--- src/rtl/encdiv_pkg.sv ---
// Package: shared constants and helpers for the encoded clock divider.
// Assumes a shift field of SHIFT_W bits and odd prescalers of at most 5.
package encdiv_pkg;

    // Largest odd prescaler any variant offers.
    localparam int PRE_MAX = 5;

    // Frequency field width and the fixed source frequency in MHz.
    localparam int MHZ_W = 9;
    localparam logic [MHZ_W-1:0] FIXED_MHZ = 9'd288;

    // Alternate source frequency strap encodings.
    typedef enum logic [1:0] {
        ALT_336 = 2'b00,
        ALT_288 = 2'b01,
        ALT_240 = 2'b10,
        ALT_192 = 2'b11
    } alt_freq_e;

    // Width needed to hold the largest ratio, PRE_MAX << (2^SHIFT_W - 1).
    function automatic int ratio_bits(input int shift_w);
        return $clog2((PRE_MAX << ((1 << shift_w) - 1)) + 1);
    endfunction

    // Frequency in MHz of the alternate source for a strap value.
    function automatic logic [MHZ_W-1:0] alt_mhz(input logic [1:0] sel);
        logic [MHZ_W-1:0] f;
        case (alt_freq_e'(sel))
            ALT_336: f = 9'd336;
            ALT_288: f = 9'd288;
            ALT_240: f = 9'd240;
            default: f = 9'd192;
        endcase
        return f;
    endfunction

endpackage

--- src/rtl/encdiv_decode.sv ---
// Module: encdiv_decode
// Turns a divider code into an integer ratio, a source select and a
// validity flag. The code layout is: shift in [SHIFT_W-1:0], the
// prescale-3 bit at SHIFT_W, and (when WIDE) the prescale-5 bit at
// SHIFT_W+1. The source select is always the top bit.
// Assumes: purely combinational; the caller registers the result.
module encdiv_decode #(
    parameter int SHIFT_W = 3,
    parameter bit WIDE    = 1'b1,
    parameter int CODE_W  = SHIFT_W + (WIDE ? 3 : 2),
    parameter int RATIO_W = encdiv_pkg::ratio_bits(SHIFT_W)
) (
    input  logic [CODE_W-1:0]  code,
    output logic [RATIO_W-1:0] ratio,
    output logic               sel_alt,
    output logic               valid
);

    logic       pre3;
    logic       pre5;
    logic [2:0] pre_val;

    assign pre3    = code[SHIFT_W];
    assign sel_alt = code[CODE_W-1];

    // The prescale-5 bit exists only in the wide variant.
    generate
        if (WIDE) begin : g_wide
            assign pre5 = code[SHIFT_W+1];
        end else begin : g_narrow
            assign pre5 = 1'b0;
        end
    endgenerate

    // Choose the odd prescaler; both bits together is reserved.
    always_comb begin
        valid   = !(pre3 && pre5);
        pre_val = 3'd1;
        if (pre5)
            pre_val = 3'd5;
        else if (pre3)
            pre_val = 3'd3;
    end

    assign ratio = RATIO_W'(pre_val) << code[SHIFT_W-1:0];

endmodule

--- src/rtl/encdiv_shadow.sv ---
// Module: encdiv_shadow
// Holds the pending and the active divider settings. A valid write
// loads the pending copy, and the last write wins. The active copy
// is replaced from the pending copy only on a period boundary. A
// reserved write sets the error flag and changes no setting.
// Assumes: boundary is high for exactly the cycle whose tick ends a period.
module encdiv_shadow #(
    parameter int RATIO_W = 10
) (
    input  logic               clk,
    input  logic               rst_n,
    input  logic               wr_en,
    input  logic               wr_valid,
    input  logic [RATIO_W-1:0] wr_ratio,
    input  logic               wr_alt,
    input  logic               boundary,
    output logic [RATIO_W-1:0] act_ratio,
    output logic               act_alt,
    output logic               code_err
);

    logic               pend_v;
    logic [RATIO_W-1:0] pend_ratio;
    logic               pend_alt;

    // Pending copy: capture valid writes, drop the flag once applied.
    always_ff @(posedge clk) begin
        if (!rst_n) begin
            pend_v     <= 1'b0;
            pend_ratio <= RATIO_W'(1);
            pend_alt   <= 1'b0;
        end else if (wr_en && wr_valid) begin
            pend_v     <= 1'b1;
            pend_ratio <= wr_ratio;
            pend_alt   <= wr_alt;
        end else if (boundary) begin
            pend_v     <= 1'b0;
        end
    end

    // Active copy: swap in the pending setting at a period boundary.
    always_ff @(posedge clk) begin
        if (!rst_n) begin
            act_ratio <= RATIO_W'(1);
            act_alt   <= 1'b0;
        end else if (boundary && pend_v) begin
            act_ratio <= pend_ratio;
            act_alt   <= pend_alt;
        end
    end

    // Error flag: reflects whether the most recent write was reserved.
    always_ff @(posedge clk) begin
        if (!rst_n)
            code_err <= 1'b0;
        else if (wr_en)
            code_err <= !wr_valid;
    end

endmodule

--- src/rtl/encdiv_count.sv ---
// Module: encdiv_count
// Counts ticks of the selected source and raises a one-cycle enable
// after every ratio-th tick. It also reports the boundary cycle
// (the tick that completes a period) so that a new setting can be
// swapped in without a runt period.
// Assumes: ratio is at least 1 and changes only on a boundary.
module encdiv_count #(
    parameter int RATIO_W = 10
) (
    input  logic               clk,
    input  logic               rst_n,
    input  logic               fix_tick,
    input  logic               alt_tick,
    input  logic               sel_alt,
    input  logic [RATIO_W-1:0] ratio,
    output logic               boundary,
    output logic               div_tick
);

    logic [RATIO_W-1:0] cnt;
    logic               src_tick;

    // Only the active source's ticks advance the count.
    assign src_tick = sel_alt ? alt_tick : fix_tick;
    assign boundary = src_tick && (cnt >= ratio - RATIO_W'(1));

    // Period counter: restart on the completing tick.
    always_ff @(posedge clk) begin
        if (!rst_n)
            cnt <= '0;
        else if (boundary)
            cnt <= '0;
        else if (src_tick)
            cnt <= cnt + RATIO_W'(1);
    end

    // Output enable: registered pulse on the cycle after the boundary.
    always_ff @(posedge clk) begin
        if (!rst_n)
            div_tick <= 1'b0;
        else
            div_tick <= boundary;
    end

endmodule

--- src/rtl/encdiv_clkgen.sv ---
// Module: encdiv_clkgen (top)
// Encoded programmable clock divider. It decodes the written code,
// keeps it pending until the running period ends, then divides the
// selected source's tick train by the active ratio. It reports the
// ratio and the active source frequency.
// Assumes: both sources arrive as enables synchronous to clk.
module encdiv_clkgen #(
    parameter int SHIFT_W  = 3,
    parameter bit WIDE     = 1'b1,
    localparam int CODE_W  = SHIFT_W + (WIDE ? 3 : 2),
    localparam int RATIO_W = encdiv_pkg::ratio_bits(SHIFT_W)
) (
    input  logic                          clk,
    input  logic                          rst_n,
    input  logic                          fix_tick,
    input  logic                          alt_tick,
    input  logic [1:0]                    alt_sel,
    input  logic                          cfg_we,
    input  logic [CODE_W-1:0]             cfg_code,
    output logic                          div_tick,
    output logic [RATIO_W-1:0]            ratio,
    output logic                          src_alt,
    output logic [encdiv_pkg::MHZ_W-1:0]  src_mhz,
    output logic                          code_err
);

    logic [RATIO_W-1:0] dec_ratio;
    logic               dec_alt;
    logic               dec_valid;
    logic               boundary;

    encdiv_decode #(
        .SHIFT_W (SHIFT_W),
        .WIDE    (WIDE),
        .CODE_W  (CODE_W),
        .RATIO_W (RATIO_W)
    ) u_decode (
        .code    (cfg_code),
        .ratio   (dec_ratio),
        .sel_alt (dec_alt),
        .valid   (dec_valid)
    );

    encdiv_shadow #(
        .RATIO_W (RATIO_W)
    ) u_shadow (
        .clk       (clk),
        .rst_n     (rst_n),
        .wr_en     (cfg_we),
        .wr_valid  (dec_valid),
        .wr_ratio  (dec_ratio),
        .wr_alt    (dec_alt),
        .boundary  (boundary),
        .act_ratio (ratio),
        .act_alt   (src_alt),
        .code_err  (code_err)
    );

    encdiv_count #(
        .RATIO_W (RATIO_W)
    ) u_count (
        .clk      (clk),
        .rst_n    (rst_n),
        .fix_tick (fix_tick),
        .alt_tick (alt_tick),
        .sel_alt  (src_alt),
        .ratio    (ratio),
        .boundary (boundary),
        .div_tick (div_tick)
    );

    // Active source frequency for reporting.
    always_comb begin
        src_mhz = src_alt ? encdiv_pkg::alt_mhz(alt_sel) : encdiv_pkg::FIXED_MHZ;
    end

endmodule

--- config.mk ---
export PLATFORM = sky130hd
export DESIGN_NAME = encdiv_clkgen
export DESIGN_NICKNAME = d
export VERILOG_FILES = /design/src/rtl/encdiv_pkg.sv /design/src/rtl/encdiv_decode.sv /design/src/rtl/encdiv_shadow.sv /design/src/rtl/encdiv_count.sv /design/src/rtl/encdiv_clkgen.sv
export SDC_FILE = /design/constraint.sdc
export NUM_CORES = 1
export LEC_CHECK = 0
export BUFFER_PORTS_ARGS = -buffer_cell sky130_fd_sc_hd__buf_2
export CAP_MARGIN = 20
export CELL_PAD_IN_SITES_DETAIL_PLACEMENT = 0
export CELL_PAD_IN_SITES_GLOBAL_PLACEMENT = 1
export CORE_ASPECT_RATIO = 0.7
export CORE_MARGIN = 2
export CORE_UTILIZATION = 25
export CTS_BUF_LIST = sky130_fd_sc_hd__clkbuf_4
export DETAILED_ROUTE_END_ITERATION = 12
export PLACE_DENSITY = 0.55
export SYNTH_ARGS = -nofsm -noshare
export SYNTH_HDL_FRONTEND = slang
export SYNTH_HIERARCHICAL = 1
export SYNTH_SLANG_ARGS = --single-unit
--- constraint.sdc ---
create_clock -name clk -period 8.1 [get_ports clk]
set_input_delay 1.215 -clock clk [delete_from_list [all_inputs] [get_ports clk]]
set_output_delay 1.215 -clock clk [all_outputs]
set_load 0.02 [all_outputs]
---- Word-level counts from Yosys, hierarchy flattened ----
Index checks and enable logic that the tools add are counted.
word-level totals
  flip-flop bits (word level) ............. 35
  input port bits ......................... 13
  output and inout port bits .............. 22
  logic and storage cells ................. 30
cells by class
  $add $sub $neg .......................... 2
  magnitude comparators ................... 1
  equality and inequality tests ........... 2
  shift-type cells ........................ 1
  multiplexer cells ....................... 7
  bitwise logic cells ..................... 1
  reductions and logical operators ........ 8
operator list
  kind                     count
  $pmux W9 S3              1
  $add A10 B1 Y10 const B  1
  $ge A10 B10 Y1           1
  $shl A3 B3 Y10           1
  $sub A10 B1 Y10 const B  1
  $mux W9                  1
  $logic_and A1 B1 Y1      4
  $mux W1                  3
  $mux W3                  1
  $eq A2 B1 Y1 const B     1
  $eq A2 B2 Y1 const B     1
  $logic_not A2 Y1         1
  $mux W2                  1
  $reduce_bool A2 Y1       1
  $reduce_or A2 Y1         1
  $logic_not A1 Y1         1
  $not A1 Y1               1

---- Longest topological paths before layout ----
Gate-level depths: netlist of run 1.
  word-level depth ........................ 5
  depth in mapped cells ................... 14
  depth with buffers taken out ............ 13

---- By module ----
Netlist of run 1, hierarchy kept.
by module, submodules not included
  module         times used  cells an instance  area each (µm²)  seq. area each (µm²)
  encdiv_shadow  1           95                 924.6            480.5
  encdiv_count   1           104                893.4            220.2
  encdiv_clkgen  1           19                 148.9            0.0
  encdiv_decode  1           25                 147.6            0.0

---- Worst setup path after synthesis of run 1 ----
No wires, ideal clock.
  path type ............................... input to output
  start point ............................. in alt_sel[1]
  end point ............................... out src_mhz[8] (netlist name)
  data arrival time ....................... 1955 ps
  data required time ...................... 6885 ps
  path slack .............................. 4930 ps
  cell stages on the path ................. 4
  path buffers ............................ 0
  cell sequence ........................... inv_1 -> ha_1 -> nor2_1 -> o21ai_0
between the ends
  word-level cells in the longest chain between the ends .. 3
  elaborated cells between the ends (all ways) .. 5
  those cells by class .................... eq/ne (2); mux (2); reduce/logical (1)
ends and longest elaborated chain
  element                                     line                 source
  start, declared                             encdiv_clkgen.sv:17  input logic [1:0] alt_sel,
  $eq A2 B2 Y1, or another cell as far along  encdiv_pkg.sv:28     case (alt_freq_e'(sel))
  $pmux W9 S3 *                               encdiv_pkg.sv:28
  $mux W9 *                                   encdiv_clkgen.sv:74  src_mhz = src_alt ? encdiv_pkg::alt_mhz(alt_sel) : encdiv_pkg::FIXED_MHZ;
  end, declared                               encdiv_clkgen.sv:23  output logic [encdiv_pkg::MHZ_W-1:0] src_mhz,
Every way passes the cells marked *; elsewhere a longest branch is shown, timed or not.

---- Worst setup path after layout of run 1 ----
  start point ............................. in alt_sel[0]
  end point ............................... out src_mhz[5] (netlist name)
The elaborated chain is that of the path after synthesis.

==> results.json, run 1 <==
{
  "drt_wl_total_um": 4850,
  "grtUsageTotal_pct": 11.0,
  "start_kind": "input port",
  "finalMaxSlewViolations": 0,
  "stdcell_area_um2": 2330,
  "cp-end-kind": "output pin",
  "drtAntennaViolNets": 0,
  "netlist_area_um2": 2110,
  "status": "complete, no violations",
  "worst_pin_slew_ps": 942,
  "cp_slowest_cell": "ha_1",
  "async_reset_ff_share_pct": 0,
  "coreArea_um2": 8340,
  "cts_tree": "built",
  "io_buffers": 30,
  "post_cts_buffers": 0,
  "drive_above_1_share_pct": 17.6,
  "synthSimpleGateAreaFrac_pct": 26.3,
  "syn_area_per_cell_um2": 8.70,
  "cp.depth": 5,
  "fin_nets": 297,
  "cp_top_family": "buffers and inverters",
  "yosys_warnings": 6,
  "clkSinkCount": 35,
  "synth_top_family_by_area": "simple AND/OR/NAND/NOR gates",
  "clockBufferDepth": 2,
  "fin_skew_ps": 16.6,
  "required_ps": 6880,
  "yosys.area.top_type": "dfxtp_1",
  "grt_pass1_wl_um": 7880,
  "cts-resized-gates": 0,
  "rsz0062_at_grt": "no",
  "synth_cell_types": 45,
  "first_global_vias": 1487,
  "power_leakage_nw": 0.969,
  "globalplace.congestion": 0.718,
  "die_x_um": 114,
  "finalSetupTns_ps": 0,
  "muxShareOfSynthArea_pct": 6.15,
  "final.period_utilization_pct": 39.4,
  "cts-root-buf": "clkbuf_4",
  "rows": 28,
  "cts_buffers": 5,
  "holdBufCountCts": 0,
  "cp.arrival_ps": 1980,
  "grt_max_degree": 43,
  "finalHoldViolCount": 0,
  "worstPathCellList": "buf_2, inv_1, ha_1, nand2b_1, buf_2",
  "synth_fa_ha_area_share_pct": 10.1,
  "io_pins": 35,
  "vias_per_cell": 4.66,
  "num-fill-cells": 913,
  "min-delay-start": "u_shadow/pend_ratio[3]",
  "slew_headroom_pct": 35.4,
  "reg2reg_depth": 12,
  "finalSetupViolCount": 0,
  "cts.htree.levels": 2,
  "p_per_area_nw_per_um2": 162,
  "min_path_cells": 2,
  "ys.flop_type": "dfxtp_1",
  "drt_iter0_markers": 95,
  "synth_edf_count": 0,
  "die_area_um2": 9220,
  "path_max_fanout": 4,
  "synth-seq-cells": 35,
  "path_buf_inv": 3,
  "cp_common_cell": "buf_2",
  "synthDominantCellAreaShare_pct": 33.1,
  "clk_pin_slew_ps": 110,
  "synth_area_leaders": "dfxtp_1, ha_1, nand2_1",
  "ir_drop_mv": 0.0602,
  "total_power_uw": 378,
  "synth_compound_area_share_pct": 10.8,
  "clk_latency_ps": 340,
  "firstDrtPassIters": 4,
  "post_drt_wl_per_cell_um": 13.0,
  "r2r_slack_ps": 4910,
  "area_growth_pct": 10.2,
  "antennaDiodeCount": 0,
  "fmax_mhz": 313,
  "crit_path_start": "alt_sel[0]",
  "cpPeakStageDelay_ps": 290,
  "hpwl_um": 3580,
  "antenna_found_initial": 0,
  "r2r-start": "u_shadow/act_ratio[0]",
  "post-route-drc-count": 0,
  "placed_cell_area_um2": 2280,
  "num_vias": 1733,
  "overflow": 0,
  "synthXorXnorAreaFrac_pct": 5.80,
  "syn_inst": 243,
  "start_util_pct": 25.4,
  "die_h_um": 80.9,
  "cap_violations": 0,
  "ys_seq_area_share_pct": 33.1,
  "fin_crit_ps": 3190,
  "path_class": "in2out",
  "hold_path_class": "reg2reg"
}
-- area by class of cell --
type	instances	area [um2]	share of cell area (%)
repair buffers	30	150	6.44
inverters	10	37.5	1.61
flip-flops and latches	35	701	30.1
clock inverters	2	8.76	0.376
well taps	105	131	5.64
clock buffers	5	37.5	1.61
multi-input cells	185	1260	54.3
-- state kept, by name, indices dropped and copies added, names as in the netlist --
signal / count
u_count/div_tick: 1
u_count/cnt: 10
u_shadow/pend_v: 1
u_shadow/act_alt: 1
u_shadow/code_err: 1
u_shadow/pend_ratio: 10
u_shadow/pend_alt: 1
u_shadow/act_ratio: 10
-- layout by cell type, fill, tap and decap left out, types with 2 or more instances in the layout --
| cell type | netlist | final |
|---|---|---|
| nand2_1 | 35 | 35 |
| nor3b_1 | 6 | 6 |
| clkbuf_4 | 0 | 5 |
| a211oi_1 | 2 | 2 |
| xor2_1 | 6 | 6 |
| nor3_1 | 10 | 10 |
| and2_4 | 2 | 2 |
| dfxtp_1 | 35 | 35 |
| o21ai_1 | 8 | 8 |
| xnor2_1 | 8 | 8 |
| ha_1 | 17 | 17 |
| and2_1 | 2 | 2 |
| mux2i_1 | 13 | 13 |
| a21oi_1 | 2 | 2 |
| nor2b_1 | 4 | 4 |
| a21boi_0 | 3 | 3 |
| o21ai_0 | 4 | 4 |
| nand3_1 | 6 | 6 |
| buf_2 | 5 | 30 |
| o21a_1 | 2 | 2 |
| nor2_1 | 13 | 13 |
| nand4b_1 | 2 | 2 |
| inv_1 | 10 | 10 |
| o211ai_1 | 2 | 2 |
| nand2b_1 | 4 | 4 |
| conb_1 | 1 | 4 |
| nand4_1 | 13 | 13 |
-- final timing paths --
kind | to
max | src_mhz[5]
min | u_shadow/pend_ratio[3]
max reg2reg | u_shadow/pend_v
min reg2reg | u_shadow/pend_ratio[3]
-- synthesized netlist by cell type, types with 3 or more instances --
| cell | count |
|---|---|
| nor2b_1 | 4 |
| buf_6 | 4 |
| a21boi_0 | 3 |
| nand4_1 | 13 |
| nand2b_1 | 4 |
| nor3b_1 | 6 |
| nor2_1 | 13 |
| inv_1 | 10 |
| buf_2 | 5 |
| ha_1 | 17 |
| o21ai_1 | 8 |
| xor2_1 | 6 |
| nor3_1 | 10 |
| buf_4 | 7 |
| mux2i_1 | 13 |
| nand2_1 | 35 |
| xnor2_1 | 8 |
| o21ai_0 | 4 |
| nand3_1 | 6 |
| dfxtp_1 | 35 |
-- layer usage --
metal	track usage, %	share of wire [%]	up-vias
li1	-	-	890
met1	17.8	57	795
met2	13.5	37	42
met3	2.91	5.6	6
met4	2.93	0.82	0
met5	0	0	-
-- tightest hold or removal path: cells and delay by family (launching register included) --
family / cells / cell delay (ps)
AOI/OAI and AO/OA: 1 / 50
and+or+nand+nor: 1 / 70
DFF: 1 / 320
-- power breakdown --
group / total [mW] / internal, mW / switching, mW
Combinational: 0.102 / 0.0380 / 0.0638
Sequential: 0.186 / 0.180 / 0.00615
Clock: 0.0903 / 0.0308 / 0.0596
Total: 0.378 / 0.249 / 0.129
-- cell families (layout without fill, tap and decap cells) --
kind of cell / Yosys count / in the layout
AOI/OAI and AO/OA: 30 / 30
xor gates and xnor gates: 14 / 14
adders and majority gates: 17 / 17
buffers and inverters: 26 / 47
DFF: 35 / 35
muxes: 13 / 13
other: 1 / 4
and+or+nand+nor: 107 / 107
-- stage by stage --
step           setup WS (ps)  hold slack (ps)  util (%)  instances
5_1_grt                 4580              493      28.0        372
6_report                4910              474      28.0        372
3_3_place_gp            4910              453      27.4        365
2_1_floorplan           4930              435         -        246
4_1_cts                 4880              475      28.0        372
3_5_place_dp            4900              459      27.4        365
Note: power is estimated with default switching activity, not from simulation.
==> run 2: changes to the inputs <==
--- a/config.mk
+++ b/config.mk
@@ -5,6 +5,7 @@
 export SDC_FILE = /design/constraint.sdc
 export NUM_CORES = 1
 export LEC_CHECK = 0
+export ABC_AREA = 1
 export BUFFER_PORTS_ARGS = -buffer_cell sky130_fd_sc_hd__buf_2
 export CAP_MARGIN = 20
 export CELL_PAD_IN_SITES_DETAIL_PLACEMENT = 0
@@ -14,7 +15,7 @@
 export CORE_UTILIZATION = 25
 export CTS_BUF_LIST = sky130_fd_sc_hd__clkbuf_4
 export DETAILED_ROUTE_END_ITERATION = 12
-export PLACE_DENSITY = 0.55
+export PLACE_DENSITY = 0.57
 export SYNTH_ARGS = -nofsm -noshare
 export SYNTH_HDL_FRONTEND = slang
 export SYNTH_HIERARCHICAL = 1
==> constraint.sdc (replaced) <==
create_clock -name clk -period 3.1 [get_ports clk]
set_input_delay 0.465 -clock clk [delete_from_list [all_inputs] [get_ports clk]]
set_output_delay 0.465 -clock clk [all_outputs]
set_load 0.02 [all_outputs]
==> run 2 against run 1 <==
Register-to-register slack got worse by 4500 ps. Critical endpoint is now u_shadow/act_ratio[7]. Flip-flop and latch count stayed put. Clock skew is 6.6 ps lower. Highest routed layer unchanged. Die area up 7.5%. Largest power group is now combinational cells.
==> results.json, run 2 <==
{
  "status": "complete, no violations",
  "post-route-drc-count": 0,
  "async_reset_ff_share_pct": 0,
  "post_cts_buffers": 0,
  "num-fill-cells": 1011,
  "yosys.area.top_type": "dfxtp_1",
  "final_cell_mix": "nand2_1, nor2_1, inv_1, dfxtp_1, buf_2",
  "globalplace.congestion": 0.782,
  "die_area_um2": 9910,
  "ys_seq_area_share_pct": 30.7,
  "rsz0062_at_grt": "no",
  "p_per_area_nw_per_um2": 551,
  "grt_pass1_wl_um": 8530,
  "grtUsageTotal_pct": 10.7,
  "worstPathCellList": "inv_1, ha_1, nand2_1, nor2_1, nand2_1, nor2_1, xnor2_1, ha_1, nand2_1, nor2_1, nand3_1, nand3_1, nand2_1, inv_1, nand2_1, buf_4, nand2_1, nand2_1, nor2_1",
  "first_global_vias": 1814,
  "drtAntennaViolNets": 0,
  "synth_common_cells": "nand2_1, nor2_1, inv_1",
  "yosys_warnings": 6,
  "yosys.cell_count.top_type": "nand2_1",
  "drt_iter0_markers": 85,
  "cap_violations": 0,
  "fin_skew_ps": 10.0,
  "cpPeakStageDelay_ps": 440,
  "path_buf_inv": 3,
  "holdBufCountCts": 0,
  "area_growth_pct": 13.1,
  "overflow": 0,
  "layout_commonest_cell": "nand2_1",
  "drive_above_1_share_pct": 17.1,
  "cp.depth": 19,
  "io_buffers": 30,
  "path_class": "reg2reg",
  "syn_area_per_cell_um2": 6.51,
  "coreArea_um2": 8960,
  "firstDrtPassIters": 4,
  "finalSetupTns_ps": 0,
  "r2r_end": "u_shadow/act_ratio[7]",
  "fin_crit_ps": 2660,
  "fin_nets": 410,
  "final.period_utilization_pct": 85.7,
  "cp_common_cell": "nand2_1",
  "antennaDiodeCount": 0,
  "cp_slowest_cell": "dfxtp_1",
  "cts_buffers": 5,
  "grt_max_degree": 27,
  "placed_cell_area_um2": 2520,
  "cts_tree": "built",
  "vias_per_cell": 3.91,
  "antenna_found_initial": 0,
  "fmax_mhz": 377,
  "cp-end-kind": "register",
  "syn_inst": 350,
  "cp_top_family": "simple AND/OR/NAND/NOR gates",
  "cts-root-buf": "clkbuf_4",
  "multi_input_area_um2": 1280,
  "min_path_cells": 3,
  "start_kind": "register",
  "io_pins": 35,
  "synth_area_leaders": "dfxtp_1, nand2_1, nor2_1",
  "ir_drop_mv": 0.158,
  "min-delay-start": "cfg_code[5]",
  "hold_end": "u_shadow/pend_alt",
  "clkSinkCount": 35,
  "cts-resized-gates": 0,
  "finalSetupViolCount": 0,
  "path_max_fanout": 12,
  "cp.arrival_ps": 2940,
  "ys.flop_type": "dfxtp_1",
  "clockBufferDepth": 2,
  "r2r_slack_ps": 440,
  "r2r-start": "u_shadow/act_ratio[0]",
  "finalHoldViolCount": 0,
  "required_ps": 3390,
  "synthDominantCellAreaShare_pct": 30.7,
  "power_leakage_nw": 1.36,
  "synth-seq-cells": 35,
  "clk_latency_ps": 350,
  "largestRegisters": "u_count/cnt (10), u_shadow/act_ratio (10), u_shadow/pend_ratio (10)",
  "die_h_um": 83.9,
  "hpwl_um": 3880,
  "drt_wl_total_um": 4970,
  "layout.area.seq_um2": 701,
  "stdcell_area_um2": 2580,
  "synth_edf_count": 0,
  "synth_cell_types": 30,
  "reg2reg_depth": 19,
  "finalMaxSlewViolations": 0,
  "post_drt_wl_per_cell_um": 9.84,
  "rows": 29,
  "num_vias": 1973,
  "hold_path_class": "in2reg",
  "start_util_pct": 25.4,
  "netlist_area_um2": 2280,
  "clk_pin_slew_ps": 130,
  "cts.htree.levels": 2,
  "die_x_um": 118
}
==> run 2: cell types whose count changed in the layout (fill, tap and decap cells not counted), moves of 8 or more <==
cell     previous run  this run
nor3_1             10         2
nor2_1             13        75
mux2i_1            13         0
nand3_1             6        14
nand2_2             1         9
nand2_1            35        89
inv_1              10        55
nand4_1            13         2
==> run 2: through the flow <==
| stage | power [mW] | std cells | utilization, % | worst slack (ps) | hold WS, ps |
|---|---|---|---|---|---|
| 2_1_floorplan | 1.02 | 353 | - | 611 | 430 |
| 3_3_place_gp | 1.18 | 497 | 28.1 | 471 | 462 |
| 3_5_place_dp | 1.18 | 497 | 28.1 | 469 | 474 |
| 4_1_cts | 1.45 | 505 | 28.8 | 404 | 307 |
| 5_1_grt | 1.57 | 505 | 28.8 | 32.0 | 317 |
| 6_report | 1.42 | 505 | 28.8 | 444 | 327 |
==> run 2: cells by family after synthesis <==
| kind of cell | after synthesis | share of synthesized area (%) |
|---|---|---|
| AO/OA/AOI/OAI | 10 | 2.85 |
| other | 1 | 0.164 |
| XOR/XNOR | 14 | 5.38 |
| AND/OR/NAND/NOR | 202 | 37.9 |
| buffers and inverters | 71 | 13.7 |
| adder cells (fa/ha/maj) | 17 | 9.33 |
| flip-flops | 35 | 30.7 |
==> run 2: power breakdown <==
group	switching, mW	internal (mW)	total (mW)
sequential	0.0628	0.507	0.570
combinational	0.381	0.207	0.587
clock	0.176	0.0867	0.263
==> run 2: worst min-delay path: cells and delay by family <==
family | cells | cell delay (ps)
simple gates | 2 | 110
buf+inv | 1 | 80
==> run 2: per-layer routing <==
layer	part of all wire (%)	vias to the layer above	track usage [%]
met4	1.3	0	3.72
met2	39	44	16.0
met5	0	-	0
li1	-	1087	-
met1	54	834	15.0
met3	5.5	8	2.73
==> run 2: area by class of cell <==
class                   instances  area share, %
clock inverters                 3          0.776
multi-input cells             247           49.6
inverters                      59           8.59
flip-flops and latches         35           27.2
repair buffers                 32           6.40
clock buffers                   5           1.46
well taps                     124           6.02
==> run 2: worst max-delay path by stage <==
stage                     slack (ps)               endpoint                  start
final                            440  u_shadow/act_ratio[7]  u_shadow/act_ratio[0]
after global routing              30  u_shadow/act_ratio[7]  u_shadow/act_ratio[0]
after CTS                        400  u_shadow/act_ratio[7]  u_shadow/act_ratio[0]
after detailed placement         470  u_shadow/act_ratio[7]  u_shadow/act_ratio[0]
after global placement           470  u_shadow/act_ratio[2]  u_shadow/act_ratio[0]
after floorplan                  610  u_shadow/act_ratio[1]  u_shadow/act_ratio[0]
==> run 3: changes to the inputs <==
--- a/config.mk
+++ b/config.mk
@@ -14,6 +14,7 @@
 export CORE_MARGIN = 2
 export CORE_UTILIZATION = 25
 export CTS_BUF_LIST = sky130_fd_sc_hd__clkbuf_4
+export CTS_CLUSTER_SIZE = 40
 export DETAILED_ROUTE_END_ITERATION = 12
 export PLACE_DENSITY = 0.57
 export SYNTH_ARGS = -nofsm -noshare
==> constraint.sdc (replaced) <==
create_clock -name clk -period 2.48 [get_ports clk]
set_input_delay 0.372 -clock clk [delete_from_list [all_inputs] [get_ports clk]]
set_output_delay 0.372 -clock clk [all_outputs]
set_load 0.02 [all_outputs]
==> run 3 against run 2 <==
Clock power is 16% higher. Clock skew about the same. Final area rose by 8.8%. Cell count up 2.0%. Flip-flop and latch count unchanged. Die area did not move. Critical endpoint is now u_shadow/act_ratio[3]. Largest power group unchanged.
==> results.json, run 3 (synthesis gave the netlist of run 2 again) <==
{
  "cts.htree.levels": 2,
  "hpwl_um": 3930,
  "antennaDiodeCount": 0,
  "met1_usage_pct": 15.8,
  "status": "complete, no violations",
  "hold_path_class": "in2reg",
  "first_global_vias": 1805,
  "fin_crit_ps": 2430,
  "clk_latency_ps": 350,
  "final.period_utilization_pct": 98.0,
  "fin_cells": 515,
  "layout_commonest_cell": "nand2_1",
  "ir_drop_mv": 0.189,
  "grt_busiest_layer": "met1",
  "dp_slack_ps": 17.7,
  "cts-root-buf": "clkbuf_4",
  "grt_max_degree": 27,
  "cp-end-kind": "register",
  "post_drt_wl_per_cell_um": 10.6,
  "placed_cells": 503,
  "cap_violations": 0,
  "final_cell_mix": "nand2_1, nor2_1, inv_1, dfxtp_1, buf_2",
  "io_buffers": 30,
  "start_util_pct": 25.4,
  "slew_headroom_pct": 66.0,
  "drtAntennaViolNets": 0,
  "cts_buffers": 5,
  "power_leakage_nw": 1.45,
  "grt_util_met2_pct": 15.6,
  "drive_above_1_share_pct": 26.1,
  "antenna_found_initial": 0,
  "vias_per_cell": 3.96,
  "fin_skew_ps": 9.77,
  "worst_pin_slew_ps": 510,
  "timing.hold.ws_ps": 247,
  "fmax_mhz": 411,
  "finalMaxSlewViolations": 0,
  "num_vias": 2040,
  "coreArea_um2": 8960,
  "finalSetupTns_ps": 0,
  "cts_tree": "built",
  "globalplace.congestion": 0.792,
  "grt_pass1_wl_um": 8770,
  "path_class": "reg2reg",
  "p_per_area_nw_per_um2": 725,
  "drt_wl_total_um": 5470,
  "area_growth_pct": 23.1,
  "overflow": 0,
  "clkSinkCount": 35,
  "rsz0062_at_grt": "yes",
  "setup_ws_ps": 49.3,
  "die_area_um2": 9910,
  "use_met3_pct": 2.60,
  "clk_pin_slew_ps": 110,
  "cp.arrival_ps": 2680,
  "clockBufferDepth": 2,
  "post-route-drc-count": 0,
  "drt_iter0_markers": 54,
  "die_x_um": 118,
  "finalHoldViolCount": 0,
  "finalSetupViolCount": 0,
  "die_h_um": 83.9,
  "io_pins": 35,
  "firstDrtPassIters": 5,
  "grtUsageTotal_pct": 11.0,
  "largestRegisters": "u_count/cnt (10), u_shadow/act_ratio (10), u_shadow/pend_ratio (10)",
  "start_kind": "register",
  "fin_nets": 421,
  "path_max_fanout": 5,
  "required_ps": 2730,
  "rows": 29
}
-- run 3: changes by cell type in the layout (fill, tap and decap cells not counted), moves of 3 or more --
| cell | delta |
|---|---|
| nand2_2 | +9 |
| dfxtp_1 | -3 |
| nor2_2 | +5 |
| buf_6 | +3 |
| nand2_1 | -11 |
| nand3_2 | +3 |
| buf_4 | +5 |
| nor2_1 | -6 |
| nand3_1 | -3 |
| inv_2 | +3 |
| inv_1 | -3 |
-- run 3: report_power, final --
part           switching (mW)  internal (mW)
clock network           0.203          0.101
logic                   0.602          0.424
registers              0.0683          0.637
-- run 3: what timing repair did --
action,CTS,global route
resized for setup,1,34
endpoints found under the setup margin,8,22
pin swaps,0,12
hold buffers,0,0
cloned,0,3
buffers inserted,0,2
-- run 3: area by class of cell --
type                    instances  area [um2]
flip-flops and latches         35         709
fillers                      1017        6160
clock inverters                 2        8.76
repair buffers                 43         307
inverters                      59         221
clock buffers                   5        37.5
multi-input cells             247        1370
well taps                     124         155
-- run 3: final timing paths --
| path | startpoint | endpoint | slack (ps) | cells past startpoint |
|---|---|---|---|---|
| min | cfg_code[5] | u_shadow/pend_alt | 250 | 3 |
| max reg2reg | u_shadow/act_ratio[0] | u_shadow/act_ratio[3] | 50 | 16 |
| max | u_shadow/act_ratio[0] | u_shadow/act_ratio[3] | 50 | 16 |
| min reg2reg | u_shadow/pend_ratio[6] | u_shadow/act_ratio[6] | 490 | 2 |
-- run 3: per-stage QoR --
step | utilization, % | total power [mW] | area (um2)
after floorplan | - | 1.28 | 2290
after global placement | 28.8 | 1.52 | 2580
after detailed placement | 28.8 | 1.53 | 2580
after CTS | 29.3 | 1.84 | 2630
after global routing | 31.3 | 2.23 | 2810
final | 31.3 | 2.04 | 2810
-- run 3: critical path, cell delays in order, from the launching register on --
cell and delay (ps):
dfxtp_4 370, buf_6 120, nor3_4 180, nand3_2 140, nor3_2 140, xor2_1 170
ha_1 270, a21o_1 200, nor2_2 100, nand3_2 80, nand2_2 70, inv_2 50
nand2_4 120, clkbuf_16 160, nand2_2 40, nand2_1 60, nor2_1 50
-- run 3: metal layers --
layer	share of wire [%]	routed length, um	vias to the layer above
li1	-	-	1113
met3	3.6	199	8
met2	39	2130	33
met5	0	0	-
met1	56	3060	886
met4	1.6	85	0
